[config.mk]
export PLATFORM = sky130hd
export DESIGN_NAME = rot_shift_unit
export DESIGN_NICKNAME = d
export VERILOG_FILES = /design/src/rtl/rsu_pkg.sv /design/src/rtl/rsu_decode.sv /design/src/rtl/rsu_shift.sv /design/src/rtl/rot_shift_unit.sv
export SDC_FILE = /design/constraint.sdc
export NUM_CORES = 1
export LEC_CHECK = 0
export BUFFER_PORTS_ARGS = -buffer_cell sky130_fd_sc_hd__buf_4
export CORE_AREA = 2 2 48 50
export CTS_BUF_LIST = sky130_fd_sc_hd__clkbuf_8 sky130_fd_sc_hd__clkbuf_16
export CTS_CLUSTER_SIZE = 14
export DETAILED_ROUTE_END_ITERATION = 10
export DIE_AREA = 0 0 50 52
export PLACE_DENSITY = 0.75
export SKIP_CTS_REPAIR_TIMING = 1
export SLEW_MARGIN = 5
export SYNTH_ARGS = -nofsm -noshare
export SYNTH_HDL_FRONTEND = slang
export SYNTH_SLANG_ARGS = --single-unit
[constraint.sdc]
create_clock -name clk -period 1.4 [get_ports clk]
set_input_delay 0.07 -clock clk [delete_from_list [all_inputs] [get_ports clk]]
set_output_delay 0.07 -clock clk [all_outputs]
set_load 0.02 [all_outputs]
[src/rtl/rsu_pkg.sv]
package rsu_pkg;
  typedef enum logic [2:0] {
    OP_RL   = 3'd0,
    OP_RR   = 3'd1,
    OP_RLC  = 3'd2,
    OP_RRC  = 3'd3,
    OP_SHL  = 3'd4,
    OP_SHR  = 3'd5,
    OP_SAR  = 3'd6,
    OP_NONE = 3'd7
  } rsu_op_e;
endpackage

[src/rtl/rsu_decode.sv]
module rsu_decode #(
  parameter int          OPC_W    = 8,
  parameter logic [7:0]  OPC_BASE = 8'h30
) (
  input  logic [OPC_W-1:0] opcode,
  output logic             legal,
  output rsu_pkg::rsu_op_e op
);
  import rsu_pkg::*;
  localparam int SEL_W = 3;

  logic group_hit;
  logic [SEL_W-1:0] sel;

  always_comb begin
    sel       = opcode[SEL_W-1:0];
    group_hit = (opcode[OPC_W-1:SEL_W] == OPC_W'(OPC_BASE) >> SEL_W);
    legal     = group_hit && (sel != {SEL_W{1'b1}});
    op        = legal ? rsu_op_e'(sel) : OP_NONE;
  end

  // a non-group opcode must never decode to an operation
  always_comb begin
    if (!group_hit)
      a_r10_outside_none : assert (op == OP_NONE);
  end
endmodule

[src/rtl/rsu_shift.sv]
module rsu_shift #(
  parameter int W = 8
) (
  input  rsu_pkg::rsu_op_e op,
  input  logic [W-1:0]     a,
  input  logic             cin,
  output logic [W-1:0]     res,
  output logic             cout
);
  import rsu_pkg::*;

  logic go_left, go_right;
  logic fill_lsb, fill_msb;
  logic [W-1:0] left_v, right_v;

  always_comb begin
    go_left  = (op == OP_RL) || (op == OP_RLC) || (op == OP_SHL);
    go_right = (op == OP_RR) || (op == OP_RRC) || (op == OP_SHR) || (op == OP_SAR);
    unique case (op)
      OP_RL:   fill_lsb = a[W-1];
      OP_RLC:  fill_lsb = cin;
      default: fill_lsb = 1'b0;
    endcase
    unique case (op)
      OP_RR:   fill_msb = a[0];
      OP_RRC:  fill_msb = cin;
      OP_SAR:  fill_msb = a[W-1];
      default: fill_msb = 1'b0;
    endcase
  end

  for (genvar gi = 0; gi < W; gi++) begin : g_lane
    if (gi == 0) begin : g_lo
      assign left_v[gi] = fill_lsb;
    end else begin : g_lo_n
      assign left_v[gi] = a[gi-1];
    end
    if (gi == W-1) begin : g_hi
      assign right_v[gi] = fill_msb;
    end else begin : g_hi_n
      assign right_v[gi] = a[gi+1];
    end
  end

  always_comb begin
    if (go_left) begin
      res  = left_v;
      cout = a[W-1];
    end else if (go_right) begin
      res  = right_v;
      cout = a[0];
    end else begin
      res  = a;
      cout = cin;
    end
  end

  // plain rotates keep the number of set bits
  always_comb begin
    if (op == OP_RL || op == OP_RR)
      a_r2_rotate_popcount : assert ($countones(res) == $countones(a));
  end
  // arithmetic shift keeps the top bit
  always_comb begin
    if (op == OP_SAR)
      a_r8_sar_top_kept : assert (res[W-1] == a[W-1]);
  end
endmodule

[src/rtl/rot_shift_unit.sv]
module rot_shift_unit #(
  parameter int         W        = 8,
  parameter int         OPC_W    = 8,
  parameter logic [7:0] OPC_BASE = 8'h30
) (
  input  logic             clk,
  input  logic             rst,
  input  logic             issue_valid,
  input  logic [OPC_W-1:0] opcode,
  input  logic [W-1:0]     operand,
  input  logic             carry_in,
  input  logic             sign_in,
  input  logic             zero_in,
  output logic [W-1:0]     result_o,
  output logic             carry_o,
  output logic             sign_o,
  output logic             zero_o,
  output logic             wr_en_o,
  output logic             illegal_o
);
  import rsu_pkg::*;

  logic     legal;
  rsu_op_e  op;
  logic [W-1:0] res;
  logic     cout;

  rsu_decode #(.OPC_W(OPC_W), .OPC_BASE(OPC_BASE)) u_dec (
    .opcode (opcode),
    .legal  (legal),
    .op     (op)
  );

  rsu_shift #(.W(W)) u_sh (
    .op   (op),
    .a    (operand),
    .cin  (carry_in),
    .res  (res),
    .cout (cout)
  );

  always_ff @(posedge clk) begin
    if (rst) begin
      result_o  <= '0;
      carry_o   <= 1'b0;
      sign_o    <= 1'b0;
      zero_o    <= 1'b0;
      wr_en_o   <= 1'b0;
      illegal_o <= 1'b0;
    end else begin
      wr_en_o   <= issue_valid & legal;
      illegal_o <= issue_valid & ~legal;
      if (issue_valid) begin
        result_o <= res;
        carry_o  <= cout;
        sign_o   <= sign_in;
        zero_o   <= zero_in;
      end
    end
  end

  a_r10_no_write_on_illegal : assert property (@(posedge clk) disable iff (rst)
    illegal_o |-> !wr_en_o);
  a_r11_we_needs_issue : assert property (@(posedge clk) disable iff (rst)
    wr_en_o |-> $past(issue_valid));
  a_r11_we_single_pulse : assert property (@(posedge clk) disable iff (rst)
    (wr_en_o && !issue_valid) |=> !wr_en_o);
  a_r9_flags_follow : assert property (@(posedge clk) disable iff (rst)
    (wr_en_o || illegal_o) |-> (sign_o == $past(sign_in) && zero_o == $past(zero_in)));
  a_r12_hold_when_idle : assert property (@(posedge clk) disable iff (rst)
    !issue_valid |=> ($stable(result_o) && $stable(carry_o) && !wr_en_o && !illegal_o));
  a_r10_illegal_passes : assert property (@(posedge clk) disable iff (rst)
    illegal_o |-> (result_o == $past(operand) && carry_o == $past(carry_in)));
endmodule

==> flow_summary.toml <==
[status]
status = "finished clean"

[floorplanning]
num_io_pins = 35
die_area_sq_um = 2600
initial_core_util = 0.3963
rows = 17
core_sq_um = 2106
die_h_um = 52
dieWidth_um = 50

[pwr]
report.power.total_mw = 0.9662
vdd_ir_drop_max_mv = 0.3989
p_clk_frac = 0.330
combPwrFrac = 0.252
intPower_mw = 0.7083
swShare = 0.2669
power_density_nw_per_um2 = 836.6
power_switching_mw = 0.2579
pwr-share-seq = 0.418
p_leak_nw = 0.5170

[synth]
synth_seq_cells = 13
synth_area_leaders = "dfxtp_1, mux2i_1, o21ai_0, a311oi_1, nor2_1"
syn_inst = 100
synth_largest_area_cell = "dfxtp_1"
yosysTopAreaCellShare = 0.3118
yosysUniqueCellTypes = 30
synth_warnings = 0
synth_nets = 122
avgSynthCellArea_sq_um = 8.346
syn_area_sq_um = 834.6
seq_area_frac_synth = 0.3118

[detailed_routing]
detail_route.iter0.violations = 9
drtAntennaViolNets = 0
vias = 885
detail_route.vias_per_cell = 5.396
drc_errors = 0
firstDrtPassIters = 3
wire_per_inst_um = 12.64
wl_um = 2073

[timing]
rsz0062_at_grt = "no"
period_share = 0.9145
period_minus_slack_ns = 1.280
setup_viol = 0
hold_violations = 0
report.final.slew_viol_count = 0
fin_setup_tns_ns = 0
tightest_slew_ns = 0.3590
relSlewSlack = 0.7601
holdWs_ns = 0.06858
max_freq_mhz = 781.1
skew_ns = 0

[setup_path]
criticalPathCategory = "in2reg"
worstSetupStartpointType = "input pin"
cp-end-kind = "register"
slowest_delay_ns = 0.46
arrival_ns = 1.43
cpMaxStageDelayCell = "or3_1"
path_max_fanout = 6
cp.required_ns = 1.55
crit_chain = "buf_4 > or3b_1 > or3_1 > a2bb2oi_1 > a311oi_1"

[clock_network]
cts_tree = "done"
numClockSinks = 13
cts.path.max_buffers = 2
h-tree-depth = 1
cts_inserted_buffers = 3
clkLatencyLatePin_ns = 0.23
clockRootBuffer = "clkbuf_8"
clk_pin_slew_worst_paths_ns = 0.05

[global_routing]
grt_max_degree = 15
grt_pass1_vias = 845
grt_usage = 0.1766
antenna_found_initial = 0
grtUsageMet1 = 0.1986
grt_pass1_wl_um = 3581
grt.busiest_layer = "met2"
grt.met2_usage = 0.3224
overflow = 0
met3_usage = 0.02586

[hold_path]
holdCritPathClass = "in2reg"

[job]
maxCapViolations = 0

[placement]
dp.cells = 160
post-dp-hpwl_um = 1630
gp_congestion = 0.7895
port_buffers = 34

[cells_and_area]
regArea_sq_um = 260.3
syn_to_final_growth_pct = 38.38
multi_input_area_sq_um = 521.8
stdcell_count = 164
finalNetCount = 159
fin_util = 0.5484
antenna_cells = 0
drive_above_1_share = 0.3309
fillers = 207
[flip-flops by register name, indices dropped and copies added (netlist names)]
register / count
carry_o: 1
zero_o: 1
wr_en_o: 1
sign_o: 1
result_o: 8
illegal_o: 1
[cell usage in the layout, fill, tap and decap left out, types with 4 or more instances in the layout]
cell type,count
and3_1,5
o21ai_0,12
dfxtp_1,13
a311oi_1,5
buf_4,39
mux2i_1,6
nand2_1,6
o22ai_1,4
nor2_1,9
[through the flow]
| step | area (sq um) | setup WS [ns] |
|---|---|---|
| 6_report | 1155 | 0.1198 |
| 2_1_floorplan | 834.6 | 0.02437 |
| 4_1_cts | 1155 | 0.1033 |
| 3_3_place_gp | 1110 | -0.1082 |
| 5_1_grt | 1155 | 0.01970 |
| 3_5_place_dp | 1110 | -0.1400 |
[cell usage after synthesis]
| library cell | count |
|---|---|
| nor2_1 | 9 |
| mux2_2 | 2 |
| o21ai_0 | 12 |
| a311oi_1 | 5 |
| nand2_1 | 6 |
| o31ai_1 | 3 |
| a2bb2oi_1 | 3 |
| and3_1 | 5 |
| nor3_1 | 1 |
| o22ai_1 | 4 |
| and4_2 | 1 |
| or3b_1 | 1 |
| o31a_1 | 1 |
| buf_2 | 3 |
| or3_1 | 2 |
| and3b_1 | 1 |
| nand4_1 | 1 |
| clkbuf_1 | 1 |
| a21boi_0 | 1 |
| dfxtp_1 | 13 |
| mux2i_1 | 6 |
| and2_1 | 3 |
| nand3_1 | 1 |
| a21oi_1 | 3 |
| nor2b_1 | 3 |
| and4_1 | 3 |
| nor3b_1 | 1 |
| buf_6 | 3 |
| a21o_1 | 1 |
| or2b_1 | 1 |
[layout make-up]
type	instances	share of cell area
Tap cell	28	0.03034
Multi-Input combinational cell	80	0.4518
Clock inverter	1	0.003250
Timing Repair Buffer	39	0.2535
Sequential cell	13	0.2254
Clock buffer	3	0.03575
[power by group through the flow]
stage / registers (mW) / clock network [mW] / logic [mW]
floorplan: 0.440 / 0 / 0.107
global placement: 0.411 / 0 / 0.238
detailed placement: 0.412 / 0 / 0.242
CTS: 0.404 / 0.322 / 0.243
global route: 0.407 / 0.352 / 0.267
finish: 0.404 / 0.319 / 0.243
[cells by family (layout without fill, tap and decap cells)]
kind of cell           count (synthesis)  after routing  share of synthesized area
and+or+nand+nor                       39             39                     0.2669
buffers and inverters                  7             43                    0.06296
muxes                                  8              8                    0.09895
AOI/OAI and AO/OA                     33             33                     0.2594
DFF                                   13             13                     0.3118
[path summary, 6_finish.rpt]
check	startpoint	end	slack [ns]	depth (start not counted)
max	opcode[7]	result_o[6]$_SDFFE_PP0P_	0.12	5
min reg2reg	result_o[2]$_SDFFE_PP0P_	result_o[2]$_SDFFE_PP0P_	0.46	2
max reg2reg	result_o[0]$_SDFFE_PP0P_	result_o[0]$_SDFFE_PP0P_	0.70	2
min	rst	result_o[5]$_SDFFE_PP0P_	0.07	2
[per-layer routing]
metal / up-vias / wire length [um]
met1: 402 / 956
met3: 6 / 90
li1: 450 / -
met5: - / 0
met4: 0 / 53
met2: 27 / 972
[worst max-delay path, delay by kind of cell]
family,cells,cell delay [ns]
AOI/OAI and AO/OA,2,0.41
buffers and inverters,1,0.11
and+or+nand+nor,2,0.84
Note: power is estimated with default switching activity, not from simulation.
